==> config.mk <==
export PLATFORM = sky130hd
export DESIGN_NAME = ratio_vid_sequencer
export DESIGN_NICKNAME = d
export VERILOG_FILES = /design/src/rtl/rvs_pkg.sv /design/src/rtl/rvs_entry_qual.sv /design/src/rtl/rvs_fsm.sv /design/src/rtl/rvs_code_mux.sv /design/src/rtl/ratio_vid_sequencer.sv
export SDC_FILE = /design/constraint.sdc
export NUM_CORES = 1
export LEC_CHECK = 0
export BUFFER_PORTS_ARGS = -buffer_cell sky130_fd_sc_hd__buf_2
export CAP_MARGIN = 40
export CORE_MARGIN = 2
export CORE_UTILIZATION = 38
export CTS_CLUSTER_SIZE = 28
export DETAILED_ROUTE_END_ITERATION = 10
export GPL_TIMING_DRIVEN = 0
export PLACE_DENSITY_LB_ADDON = 0.15
export SYNTH_ARGS = -nofsm -noshare
export SYNTH_HDL_FRONTEND = slang
export SYNTH_HIERARCHICAL = 1
export SYNTH_SLANG_ARGS = --single-unit
==> constraint.sdc <==
create_clock -name clk -period 3.1 [get_ports clk]
set_input_delay 0.465 -clock clk [delete_from_list [all_inputs] [get_ports clk]]
set_output_delay 0.465 -clock clk [all_outputs]
set_load 0.01 [all_outputs]
==> src/rtl/rvs_pkg.sv <==
package rvs_pkg;
    typedef enum logic [2:0] {
        ST_NOM        = 3'd0,
        ST_ENT_RATIO  = 3'd1,
        ST_ENT_VID    = 3'd2,
        ST_LOW        = 3'd3,
        ST_EXIT_VID   = 3'd4,
        ST_EXIT_RATIO = 3'd5
    } rvs_state_e;

    typedef struct packed {
        logic ratio_low_sel;
        logic vid_low_sel;
        logic ratio_req;
        logic vid_req;
        logic low_pwr;
    } rvs_ctl_t;
endpackage

==> src/rtl/rvs_entry_qual.sv <==
module rvs_entry_qual #(
    parameter int NUM_CORES = 2
) (
    input  logic [NUM_CORES-1:0] halted_i,
    input  logic                 enable_i,
    output logic                 enter_ok_o
);
    logic [NUM_CORES-1:0] chain;

    generate
        for (genvar g = 0; g < NUM_CORES; g++) begin : g_and
            if (g == 0) begin : g_first
                assign chain[g] = halted_i[g];
            end else begin : g_rest
                assign chain[g] = chain[g-1] & halted_i[g];
            end
        end
    endgenerate

    assign enter_ok_o = enable_i & chain[NUM_CORES-1];
endmodule

==> src/rtl/rvs_fsm.sv <==
module rvs_fsm
    import rvs_pkg::*;
(
    input  logic       clk,
    input  logic       rst,
    input  logic       enter_ok_i,
    input  logic       enable_i,
    input  logic       brk_i,
    input  logic       ratio_done_i,
    input  logic       vid_done_i,
    output rvs_state_e state_o
);
    rvs_state_e state_q, state_d;
    logic       brk_pend_q, brk_pend_d;
    logic       abort;

    assign abort = brk_pend_q | brk_i;

    always_ff @(posedge clk) begin
        if (rst) begin
            state_q    <= ST_NOM;
            brk_pend_q <= 1'b0;
        end else begin
            state_q    <= state_d;
            brk_pend_q <= brk_pend_d;
        end
    end

    always_comb begin
        state_d    = state_q;
        brk_pend_d = 1'b0;
        unique case (state_q)
            ST_NOM: begin
                if (enter_ok_i && !brk_i) state_d = ST_ENT_RATIO;
            end
            ST_ENT_RATIO: begin
                brk_pend_d = abort;
                if (ratio_done_i) state_d = abort ? ST_EXIT_RATIO : ST_ENT_VID;
            end
            ST_ENT_VID: begin
                brk_pend_d = abort;
                if (vid_done_i) state_d = abort ? ST_EXIT_VID : ST_LOW;
            end
            ST_LOW: begin
                if (brk_i || !enable_i) state_d = ST_EXIT_VID;
            end
            ST_EXIT_VID: begin
                if (vid_done_i) state_d = ST_EXIT_RATIO;
            end
            ST_EXIT_RATIO: begin
                if (ratio_done_i) state_d = ST_NOM;
            end
            default: state_d = ST_NOM;
        endcase
    end

    assign state_o = state_q;
endmodule

==> src/rtl/rvs_code_mux.sv <==
module rvs_code_mux
    import rvs_pkg::*;
#(
    parameter int RATIO_W = 5,
    parameter int VID_W   = 7
) (
    input  rvs_state_e         state_i,
    input  logic [RATIO_W-1:0] ratio_nom_i,
    input  logic [RATIO_W-1:0] ratio_low_i,
    input  logic [VID_W-1:0]   vid_nom_i,
    input  logic [VID_W-1:0]   vid_low_i,
    output logic [RATIO_W-1:0] ratio_o,
    output logic [VID_W-1:0]   vid_o,
    output logic               ratio_req_o,
    output logic               vid_req_o,
    output logic               low_pwr_o
);
    rvs_ctl_t ctl;

    always_comb begin
        ctl = '0;
        unique case (state_i)
            ST_NOM:        ctl = '0;
            ST_ENT_RATIO:  begin ctl.ratio_low_sel = 1'b1; ctl.ratio_req = 1'b1; end
            ST_ENT_VID:    begin ctl.ratio_low_sel = 1'b1; ctl.vid_low_sel = 1'b1;
                                 ctl.vid_req = 1'b1; end
            ST_LOW:        begin ctl.ratio_low_sel = 1'b1; ctl.vid_low_sel = 1'b1;
                                 ctl.low_pwr = 1'b1; end
            ST_EXIT_VID:   begin ctl.ratio_low_sel = 1'b1; ctl.vid_req = 1'b1; end
            ST_EXIT_RATIO: ctl.ratio_req = 1'b1;
            default:       ctl = '0;
        endcase
    end

    assign ratio_o     = ctl.ratio_low_sel ? ratio_low_i : ratio_nom_i;
    assign vid_o       = ctl.vid_low_sel   ? vid_low_i   : vid_nom_i;
    assign ratio_req_o = ctl.ratio_req;
    assign vid_req_o   = ctl.vid_req;
    assign low_pwr_o   = ctl.low_pwr;
endmodule

==> src/rtl/ratio_vid_sequencer.sv <==
module ratio_vid_sequencer
    import rvs_pkg::*;
#(
    parameter int NUM_CORES = 2,
    parameter int RATIO_W   = 5,
    parameter int VID_W     = 7
) (
    input  logic                 clk,
    input  logic                 rst,
    input  logic [NUM_CORES-1:0] halted_i,
    input  logic                 enable_i,
    input  logic                 brk_i,
    input  logic [RATIO_W-1:0]   ratio_nom_i,
    input  logic [RATIO_W-1:0]   ratio_low_i,
    input  logic [VID_W-1:0]     vid_nom_i,
    input  logic [VID_W-1:0]     vid_low_i,
    input  logic                 ratio_done_i,
    input  logic                 vid_done_i,
    output logic [RATIO_W-1:0]   ratio_o,
    output logic [VID_W-1:0]     vid_o,
    output logic                 ratio_req_o,
    output logic                 vid_req_o,
    output logic                 low_pwr_o
);
    logic       enter_ok;
    rvs_state_e state_q;

    rvs_entry_qual #(.NUM_CORES(NUM_CORES)) u_qual (
        .halted_i   (halted_i),
        .enable_i   (enable_i),
        .enter_ok_o (enter_ok)
    );

    rvs_fsm u_fsm (
        .clk          (clk),
        .rst          (rst),
        .enter_ok_i   (enter_ok),
        .enable_i     (enable_i),
        .brk_i        (brk_i),
        .ratio_done_i (ratio_done_i),
        .vid_done_i   (vid_done_i),
        .state_o      (state_q)
    );

    rvs_code_mux #(.RATIO_W(RATIO_W), .VID_W(VID_W)) u_mux (
        .state_i     (state_q),
        .ratio_nom_i (ratio_nom_i),
        .ratio_low_i (ratio_low_i),
        .vid_nom_i   (vid_nom_i),
        .vid_low_i   (vid_low_i),
        .ratio_o     (ratio_o),
        .vid_o       (vid_o),
        .ratio_req_o (ratio_req_o),
        .vid_req_o   (vid_req_o),
        .low_pwr_o   (low_pwr_o)
    );
endmodule

Word level (Yosys, flattened, before mapping)
Index checks and enable logic that the tools add are counted.
- register bits after elaboration: 4
- bits of input ports: 32
- output and inout port bits: 15
- word-level logic and storage cells: 45
- eq/ne operators: 11
- mux-type cells: 16
- bitwise gates (word level): 4
- reduce and logical (&&, ||, !) cells: 12
- operators by type and width (operator ; number):
    3-bit 2-to-1 mux ; 8
    3-bit one-hot mux with 6 select lines ; 1
    2-bit OR reduction ; 5
    2-bit != test, second input constant ; 4
    7-bit 2-to-1 mux ; 1
    3-bit by 2-bit equality test with 1-bit output, second input constant ; 2
    3-bit equality test, second input constant ; 2
    6-bit AND reduction ; 1
    1-bit 2-to-1 mux ; 5
    5-bit 2-to-1 mux ; 1
    2-bit by 1-bit != test with 1-bit output, second input constant ; 2
    4-bit OR reduction ; 1
    3-bit by 1-bit equality test with 1-bit output, second input constant ; 1
    3-bit logical NOT ; 1
    1-bit bitwise AND ; 2
    1-bit logical NOT ; 2
    1-bit logical AND ; 1
    1-bit logical OR ; 1
    1-bit NOT ; 1
    1-bit bitwise OR ; 1

Depth between registers and ports, before layout
Gate-level depths: netlist of the first run.
- depth in word-level cells: 5
- mapped depth: 5
- gate-level depth less buffers: 5

Cells and area by module
Netlist of the first run, hierarchy kept.
- modules (own cells, without submodules) (module ; instances ; cells each ; area each (µm²) ; seq. area each (µm²)):
    rvs_fsm ; 1 ; 36 ; 304.0 ; 80.1
    rvs_code_mux ; 1 ; 21 ; 191.4 ; 0.0
    rvs_entry_qual ; 1 ; 1 ; 6.3 ; 0.0

Least setup slack after synthesis of the first run
No wires, ideal clock.
- kind: in2reg
- from: input enable_i
- to: register u_fsm.state_q[0], in the netlist u_fsm/state_o[0]
- setup time: 0.069 ns
- data arrival time: 1.511 ns
- path slack: 1.520 ns
- stages: 5
- cells stage by stage: and3_1 > nor2b_2 > o31a_1 > or4b_1 > o21ai_1
- longest elaborated chain between the ends: 4
- elaborated cells between the ends (all ways): 7
- classes of those cells: eq/ne: 2; bitwise: 1; reduce/logical: 4
- RTL lines (element ; line ; source):
    start, declared ; ratio_vid_sequencer.sv:11 ; input logic enable_i,
    1-bit bitwise AND / 1-bit logical NOT (equally long branches) ; rvs_entry_qual.sv:20, rvs_fsm.sv:45 ;
    1-bit logical AND / 1-bit logical OR (equally long branches) ; rvs_fsm.sv:34, rvs_fsm.sv:45 ;
    2-bit by 1-bit != test with 1-bit output (no line) ; n/a ;
    6-bit AND reduction (no line) * ; n/a ;
    end signal, assigned ; rvs_fsm.sv:24 ; state_q <= state_d;
    end, declared ; rvs_fsm.sv:13 ; rvs_state_e state_q, state_d;
Every way passes the cells marked *; elsewhere a longest branch is shown, timed or not.
A chain may end at the register's enable or synchronous reset.

Final worst setup path of the first run
- from: register u_fsm.state_q[1], in the netlist u_fsm/state_o[1]
- to: output ratio_o[3]
- longest elaborated chain between the ends: 4
- elaborated cells between the ends (all ways): 7
- classes of those cells: eq/ne: 4; mux: 2; reduce/logical: 1
- RTL lines (element ; line ; source):
    3-bit by 1-bit equality test with 1-bit output (tied with other cells) ; rvs_code_mux.sv:22 ; unique case (state_i)
    4-bit OR reduction (no line) * ; n/a ;
    1-bit 2-to-1 mux * ; rvs_code_mux.sv:22 ;
    5-bit 2-to-1 mux * ; rvs_code_mux.sv:35 ; assign ratio_o = ctl.ratio_low_sel ? ratio_low_i : ratio_nom_i;
    end, declared ; ratio_vid_sequencer.sv:19 ; output logic [RATIO_W-1:0] ratio_o,
Marked as above.

==> impl_metrics.csv, run 1 <==
group,metric,value,unit
routing,routed_wirelength,1.26,mm
routing,drc,0,
timing,fin_setup_tns,0,ns
place,place_ws,1.35,ns
floorplanning,die_h,40.3,um
timing,drv_slew,0,
synth,synth_cell_types,31,
place,dp.final_hpwl,1.02,mm
power_and_ir_drop,leakage,0.397,nW
timing,grt_setup_unrepaired,"false",
cts,cts_setup_buffers,0,
grt,grt_max_degree,11,
grt,grt_usage,0.145,
cts,clockBufferDepth,2,
grt,grt_pass1_vias,411,
cts,cts_tree,"yes",
synth,yosysWarnings,6,
place,routabilityCongestion,0.755,
timing,skew,0.00133,ns
timing,tightestPinTransition,0.304,ns
cts,insertion_delay,0.24,ns
cts,cts.repair.resized,0,
floorplanning,initial_core_util,0.395,
synth,netlist.area_leader.share,0.160,
synth,ys_seq_area_frac,0.160,
worst_setup_path,endpoint,"ratio_o[3]",
worst_setup_path,critPathArrivalTime,1.48,ns
worst_setup_path,reg2reg_from,"u_fsm/state_o[2]",
cells_and_area,area_delta_synth_final,54.1,%
worst_setup_path,worst_ep_required_time,2.63,ns
synth,yosysTopAreaCell,"dfxtp_1",
worst_setup_path,rrSetupSlack,1.60,ns
worst_setup_path,cp-end-kind,"output port",
synth,synth_area,502,um^2
cts,cts_hold_buf,0,
grt,grt-ovfl-total,0,
synth,syn-num-nets,90,
synth,syn_area_per_cell,8.65,um^2
timing,fmax,513,MHz
routing,vias_per_cell,4.89,
cts,cts_max_level,1,
synth,synth_cells,58,
cells_and_area,post_route_cells_drive_above_1_share,0.589,
floorplanning,coreArea,1270,um^2
outcome,outcome,"finished, final reports clean",
worst_setup_path,r2r_cells,5,
timing,timing.final.ws_setup,1.15,ns
timing,fin_crit,1.95,ns
routing,drt_iter0_markers,1,
timing,period_share,0.629,
worst_setup_path,cp_max_fo,5,
floorplanning,die-area,1630,um^2
worst_setup_path,cp-start-kind,"flip-flop",
synth,synthTopCellsByArea,"dfxtp_1, mux2_2, mux2_1",
place,io_buffers,46,
worst_hold_path,min_path_type,"input pin to flip-flop",
cells_and_area,antennaDiodeCount,0,
worst_setup_path,startpoint,"u_fsm/state_o[1]",
cts,root_buffer,"clkbuf_4",
power_and_ir_drop,vdd_drop_max,306,uV
flow_run,maxCapViolCount,0,
floorplanning,die_w,40.3,um
cells_and_area,fill_cells,124,
synth,ys_seq_elements,4,
grt,antenna_found_initial,0,
cts,clk_pin_slew,0.04,ns
timing,hold_violations,0,
floorplanning,row_count,13,
routing,wl_per_cell,10.3,um
worst_setup_path,reg2reg_to,"u_fsm/state_o[2]",
timing,fin_worst_hold_slack,0.454,ns
cts,cts_buffers,3,
routing,postRouteAntennaNets,0,
routing,dr.pass1.iters,3,
cells_and_area,layout.nets,141,
routing,vias,597,
grt,grt_pass1_wl,1.57,mm
floorplanning,io_pins,47,
worst_setup_path,critPathKind,"flip-flop to output port",
timing,slew_headroom,0.795,
power_and_ir_drop,p_per_area,509,nW/um^2
timing,setup-violations-final,0,
cts,cts_sinks,4,
## power by group
part           switching, mW  leakage, nW  internal [mW]
registers             0.0133       0.0325         0.0619
clock network         0.0227       0.0138         0.0434
logic                  0.120        0.351          0.132
total                  0.156        0.397          0.238
## placed cells by master (no fill, tap or decap), drive strengths merged, types with 2 or more instances in the layout
master,count
o31ai,2
buf,50
xnor2,3
inv,3
mux2,12
nor3,2
a21oi,2
o21ai,4
nand3,2
nor2,4
nand2b,2
dfxtp,4
nor4,2
clkbuf,3
## worst min path at each step
stage	cells after the start	endpoint	slack (ns)	startpoint
2_1_floorplan	1	u_fsm/brk_pend_q	0.54	rst
3_3_place_gp	2	u_fsm/brk_pend_q	0.60	u_fsm/brk_pend_q
3_5_place_dp	2	u_fsm/brk_pend_q	0.61	u_fsm/brk_pend_q
4_1_cts	2	u_fsm/brk_pend_q	0.45	rst
5_1_grt	2	u_fsm/brk_pend_q	0.47	rst
6_report	2	u_fsm/brk_pend_q	0.45	rst
## synthesized netlist by cell type
cell type / count
mux2_2: 7
mux2_1: 5
dfxtp_1: 4
inv_1: 3
nor2_1: 3
o21ai_0: 3
a21oi_1: 2
buf_6: 2
nand2b_1: 2
nand3_1: 2
nor3_1: 2
nor4_1: 2
o31ai_1: 2
xnor2_1: 2
a211oi_1: 1
a41o_1: 1
and3_1: 1
buf_2: 1
buf_4: 1
mux2i_1: 1
nand2_1: 1
nand4b_1: 1
nor2_2: 1
nor2b_2: 1
o211a_1: 1
o21ai_1: 1
o31a_1: 1
or3_1: 1
or3b_1: 1
or4b_1: 1
xnor2_2: 1
## layer usage
layer  track usage  wire, um
met4        0.0750        18
met2         0.238       592
met3        0.0167       135
met5             0         0
met1         0.183       511
## cells by family after synthesis
family / Yosys count / synth area share
flip-flops: 4 / 0.160
AO/OA/AOI/OAI: 12 / 0.162
multiplexers: 13 / 0.289
buffers and inverters: 7 / 0.0923
AND/OR/NAND/NOR: 19 / 0.229
XOR/XNOR: 3 / 0.0673
## state kept, by name, summed over array words and instances, names as in the netlist
name and flops:
u_fsm/brk_pend_q 1, u_fsm/state_o 3
## cell type report
type                            instances  area, um^2  area share
Inverter                                3        11.3      0.0146
Sequential cell                         4        80.1       0.104
Clock buffer                            3        22.5      0.0291
Multi-Input combinational cell         47         375       0.485
Buffer                                  4        35.0      0.0453
Timing Repair Buffer                   46         230       0.298
Tap cell                               15        18.8      0.0243
## per-stage QoR
stage	cells	total power, mW	util	cell area, um^2
2_1_floorplan	58	0.255	-	502
3_3_place_gp	119	0.327	0.592	751
3_5_place_dp	119	0.328	0.592	751
4_1_cts	122	0.399	0.609	773
5_1_grt	122	0.425	0.609	773
6_report	122	0.393	0.609	773
## critical path, stage by stage (launching register included)
cell and delay (ns):
dfxtp_1 0.41, nor2_2 0.08, xnor2_2 0.27, mux2_1 0.35, buf_2 0.14
Power figures use the tool's default switching activity.
==> run 2: changes to the inputs <==
- ABC_AREA: not set -> 1
- CORE_UTILIZATION: 38 -> 39
- clock period: 3.1 -> 2 ns (I/O delays scaled with it)
==> run 2 against run 1 <==
Net effect: first-iteration DRC count grew to 6.0 times the previous value; critical path depth is 2 higher; setup slack worse by 0.89 ns; clock-buffer cell count stayed put; via count is 36% higher; clock power is 45% higher; area after synthesis is 21% higher.
==> impl_metrics.csv, run 2 <==
group,metric,value,unit
outcome,outcome,"finished, final reports clean",
synth,ys_seq_area_frac,0.132,
grt,grt_pass1_wl,2.66,mm
power_and_ir_drop,p_sw_frac,0.533,
routing,dr_wl_met2,800,um
cells_and_area,layout.nets,187,
routing,drt_iter0_markers,6,
floorplanning,die_h,43.4,um
timing,grt_setup_unrepaired,"false",
routing,met1_length,667,um
flow_run,maxCapViolCount,0,
place,io_buffers,46,
worst_setup_path,crit_chain,"inv_2 -> nand2_8 -> buf_8 -> nand4_1 -> nand2_1 -> buf_2",
cells_and_area,largest_reg_flops,3,
grt,grt_pass1_vias,713,
cts,cts_hold_buf,0,
timing,slew_headroom,0.706,
routing,routed_wirelength,1.56,mm
grt,grt-ovfl-total,0,
power_and_ir_drop,power.share.sequential,0.169,
cts,cts_buffers,3,
worst_setup_path,critPathArrivalTime,1.44,ns
floorplanning,initial_core_util,0.408,
cts,cts_setup_buffers,0,
worst_setup_path,slowest_stage,"dfxtp_1",
floorplanning,die_w,43.4,um
power_and_ir_drop,power_frac_clock,0.097,
cts,root_buffer,"clkbuf_4",
cts,clockBufferDepth,2,
synth,synth_cells,104,
worst_setup_path,critPathBufInv,3,
worst_setup_path,worst_ep_required_time,1.70,ns
floorplanning,row_count,14,
floorplanning,io_pins,47,
timing,setup-violations-final,0,
synth,yosysTopAreaCell,"nand2_1",
worst_hold_path,min_path_type,"input pin to flip-flop",
grt,grt_max_degree,11,
power_and_ir_drop,p_switching,0.526,mW
synth,ys_seq_elements,4,
place,routabilityCongestion,0.912,
power_and_ir_drop,p_per_area,1120,nW/um^2
timing,skew,0.00209,ns
synth,synth_cell_types,19,
timing,hold_violations,0,
synth,syn_area_per_cell,5.83,um^2
power_and_ir_drop,vdd_drop_max,567,uV
worst_setup_path,cp-start-kind,"flip-flop",
timing,period_share,0.872,
worst_setup_path,max_stage_delay,0.49,ns
synth,yosysWarnings,6,
routing,postRouteAntennaNets,0,
cells_and_area,final_common_cell,"buf_2",
power_and_ir_drop,power_frac_comb,0.734,
routing,drc,0,
routing,wl_met3,96,um
timing,fmax,574,MHz
synth,yosysMostFrequentCell,"nand2_1",
cts,cts_sinks,4,
synth,yosys-top-cells-count,"nand2_1, nand3_1, nor2_1",
cells_and_area,fill_cells,159,
cts,cts_tree,"yes",
cells_and_area,antennaDiodeCount,0,
worst_setup_path,critPathKind,"flip-flop to output port",
routing,wl_per_cell,9.25,um
synth,synth_area,607,um^2
synth,synthArstFlopShare,0,
grt,grt_usage,0.180,
floorplanning,coreArea,1490,um^2
cts,insertion_delay,0.23,ns
timing,drv_slew,0,
cts,cts_max_level,1,
worst_setup_path,cp-end-kind,"output port",
cells_and_area,area_delta_synth_final,44.9,%
synth,netlist.area_leader.share,0.229,
cells_and_area,final_cell_mix,"buf_2, nand2_1, nand3_1",
synth,synth-edff-count,0,
timing,fin_setup_tns,0,ns
routing,routed.top_layer,"met3",
synth,syn-num-nets,136,
cells_and_area,post_route_cells_drive_above_1_share,0.458,
cells_and_area,fin_util,0.591,
grt,antenna_found_initial,0,
worst_setup_path,crit_family,"flip-flops",
timing,tightestPinTransition,0.440,ns
cts,clk_pin_slew,0.03,ns
synth,synth_ff_type,"dfxtp_1",
routing,dr.pass1.iters,4,
routing,vias,810,
place,dp.final_hpwl,1.29,mm
cts,cts.repair.resized,0,
timing,fin_crit,1.74,ns
routing,vias_per_cell,4.79,
floorplanning,die-area,1890,um^2
power_and_ir_drop,power.internal,0.460,mW
worst_setup_path,cp_max_fo,10,
power_and_ir_drop,leakage,0.530,nW
synth,synthTopCellsByArea,"nand2_1, dfxtp_1, nand3_1",
-- run 2: changes by cell type in the layout (fill, tap and decap cells not counted), moves of 6 or more --
cell,change
nor2_1,+7
inv_1,+6
nand3_1,+9
mux2_2,-7
nand2_1,+36
-- run 2: through the flow --
stage | setup slack [ns] | std cells | area (um^2) | hold slack (ns) | power [mW]
floorplan | 0.681 | 104 | 607 | 0.369 | 0.687
global placement | 0.505 | 166 | 857 | 0.491 | 0.881
detailed placement | 0.482 | 166 | 857 | 0.499 | 0.895
CTS | 0.231 | 169 | 880 | 0.255 | 0.997
global route | 0.123 | 169 | 880 | 0.263 | 1.09
finish | 0.257 | 169 | 880 | 0.261 | 0.987
-- run 2: final timing paths --
check / start / slack [ns] / depth (start not counted) / to
hold reg to reg: u_fsm/state_o[1] / 0.60 / 2 / u_fsm/state_o[1]
hold / removal: rst / 0.26 / 2 / u_fsm/state_o[1]
setup reg to reg: u_fsm/state_o[0] / 0.56 / 7 / u_fsm/state_o[2]
setup / recovery: u_fsm/state_o[2] / 0.26 / 6 / ratio_o[3]
-- run 2: metal layers --
| metal | global-route usage | vias to the layer above |
|---|---|---|
| li1 | - | 433 |
| met1 | 0.180 | 350 |
| met2 | 0.340 | 27 |
| met3 | 0.0500 | 0 |
| met4 | 0.0788 | 0 |
| met5 | 0 | - |
-- run 2: cell type report --
class / count / area, um^2 / share of cell area
Tap cell: 16 / 20.0 / 0.0228
Buffer: 2 / 26.3 / 0.0299
Clock buffer: 3 / 22.5 / 0.0256
Timing Repair Buffer: 46 / 230 / 0.262
Multi-Input combinational cell: 86 / 455 / 0.518
Inverter: 12 / 45.0 / 0.0512
Sequential cell: 4 / 80.1 / 0.0910
-- run 2: cell families (layout without fill, tap and decap cells) --
| group | after synthesis | after routing | share of synthesized area |
|---|---|---|---|
| AOI/OAI and AO/OA | 6 | 6 | 0.0557 |
| DFF | 4 | 4 | 0.132 |
| buffers and inverters | 14 | 63 | 0.118 |
| and+or+nand+nor | 80 | 80 | 0.695 |
-- run 2: power groups by stage --
| stage | Combinational, mW | Clock, mW | Sequential (mW) |
|---|---|---|---|
| 5_1_grt | 0.806 | 0.106 | 0.175 |
| 2_1_floorplan | 0.533 | 0 | 0.154 |
| 4_1_cts | 0.727 | 0.100 | 0.169 |
| 3_3_place_gp | 0.713 | 0 | 0.168 |
| 6_report | 0.724 | 0.0958 | 0.167 |
| 3_5_place_dp | 0.725 | 0 | 0.169 |
-- run 2: worst register-to-register path, stage by stage (launching register included) --
cell	delay, ns
dfxtp_1	0.58
inv_1	0.16
nand3_2	0.13
nand2_1	0.06
nand2_1	0.09
nand3b_1	0.10
nor2_1	0.17
nor2_2	0.05
==> run 3: changes to the inputs <==
- SETUP_SLACK_MARGIN: not set -> 0.3
==> run 3 against run 2 <==
Net effect: sequential cell count unchanged; largest power group unchanged; sequential share of layout area increased by 0.64 points; highest routed layer is now met4; sequential power increased by 3%.
==> impl_metrics.csv, run 3 (synthesis results as in run 2) <==
group,metric,value,unit
outcome,outcome,"finished, final reports clean",
routing,drc,0,
cts,cts_max_level,1,
cts,root_buffer,"clkbuf_4",
timing,fmax,623,MHz
power_and_ir_drop,leakage,0.532,nW
cells_and_area,post_route_cells_drive_above_1_share,0.477,
worst_setup_path,cp-start-kind,"flip-flop",
cells_and_area,final_cell_mix,"buf_2, nand2_1, nand3_1",
cells_and_area,stdcell_count,169,
cells_and_area,fill_cells,158,
cts,clk_pin_slew,0.03,ns
place,dp_cells,166,
place,dp.final_hpwl,1.29,mm
routing,vias_per_cell,4.84,
cts,clockBufferDepth,2,
timing,grt_setup_unrepaired,"false",
grt,grt_max_degree,11,
timing,hold_violations,0,
worst_setup_path,critPathKind,"flip-flop to output port",
worst_hold_path,min_path_type,"input pin to flip-flop",
timing,period_share,0.802,
routing,routed_wirelength,1.56,mm
flow_run,maxCapViolCount,0,
worst_setup_path,worst_ep_required_time,1.70,ns
timing,skew,0.00175,ns
cells_and_area,fin_util,0.595,
place,io_buffers,46,
routing,dr.pass1.iters,4,
floorplanning,io_pins,47,
worst_setup_path,cp_max_fo,10,
routing,drt_iter0_markers,5,
grt,grt_usage,0.180,
cts,cts_tree,"yes",
floorplanning,row_count,14,
floorplanning,initial_core_util,0.408,
grt,grt_pass1_vias,713,
timing,drv_slew,0,
timing,tightestPinTransition,0.240,ns
worst_setup_path,critPathArrivalTime,1.30,ns
timing,fin_setup_tns,0,ns
cells_and_area,stdcell_area,886,um^2
place,routabilityCongestion,0.912,
cells_and_area,layout.nets,187,
grt,grt-ovfl-total,0,
power_and_ir_drop,power,0.992,mW
grt,antenna_found_initial,0,
routing,wl_per_cell,9.24,um
cells_and_area,final_common_cell,"buf_2",
cells_and_area,antennaDiodeCount,0,
power_and_ir_drop,vdd_drop_max,559,uV
power_and_ir_drop,p_per_area,1120,nW/um^2
place,placed_area,857,um^2
cts,insertion_delay,0.23,ns
cts,cts_buffers,3,
floorplanning,die_h,43.4,um
timing,slew_headroom,0.840,
cells_and_area,area_delta_synth_final,46.0,%
timing,fin_crit,1.60,ns
routing,postRouteAntennaNets,0,
timing,setup-violations-final,0,
routing,vias,818,
cells_and_area,largest_reg_flops,3,
worst_setup_path,cp-end-kind,"output port",
floorplanning,die_w,43.4,um
grt,grt_pass1_wl,2.66,mm
floorplanning,coreArea,1490,um^2
cts,cts_sinks,4,
cts,cts_hold_buf,0,
floorplanning,die-area,1890,um^2
run 3: worst max-delay path, cell delays in order, from the launching register on:
cell and delay [ns]:
dfxtp_2 0.41, inv_2 0.15, nand2_8 0.11, buf_8 0.13, nand4_1 0.09, nand2_1 0.07, buf_2 0.12
run 3: power breakdown:
group          switching [mW]  total [mW]  internal, mW
Combinational           0.436       0.725         0.289
Sequential             0.0616       0.172         0.110
Clock                  0.0282      0.0950        0.0668
run 3: what timing repair did:
action,4_1_cts,5_1_grt
endpoints found under the setup margin,13,5
gates resized for setup,3,1
setup buffers,0,0
endpoints found under the hold margin,0,0
run 3: routing by layer:
layer,share of wire,track usage
met5,0,0
met4,0.0051,0.0788
met3,0.063,0.0500
met2,0.51,0.340
met1,0.42,0.180
run 3: area by class of cell:
| class | instances | area (um^2) | share of cell area |
|---|---|---|---|
| clock buffers | 3 | 22.5 | 0.0254 |
| repair buffers | 46 | 230 | 0.260 |
| plain buffers | 2 | 26.3 | 0.0297 |
| well taps | 16 | 20.0 | 0.0226 |
| multi-input cells | 86 | 455 | 0.514 |
| flip-flops and latches | 4 | 86.3 | 0.0975 |
| inverters | 12 | 45.0 | 0.0508 |
run 3: stage by stage:
step | setup WS [ns] | hold slack, ns
finish | 0.395 | 0.253
global route | 0.301 | 0.253
CTS | 0.357 | 0.248
detailed placement | 0.482 | 0.499
global placement | 0.505 | 0.491
floorplan | 0.681 | 0.369
run 3: final timing paths:
| check | from | end | slack [ns] | cells after the start |
|---|---|---|---|---|
| min reg2reg | u_fsm/state_o[1] | u_fsm/state_o[1] | 0.54 | 2 |
| max reg2reg | u_fsm/state_o[0] | u_fsm/state_o[2] | 0.75 | 7 |
| max | u_fsm/state_o[2] | ratio_o[3] | 0.40 | 6 |
| min | rst | u_fsm/state_o[1] | 0.25 | 2 |
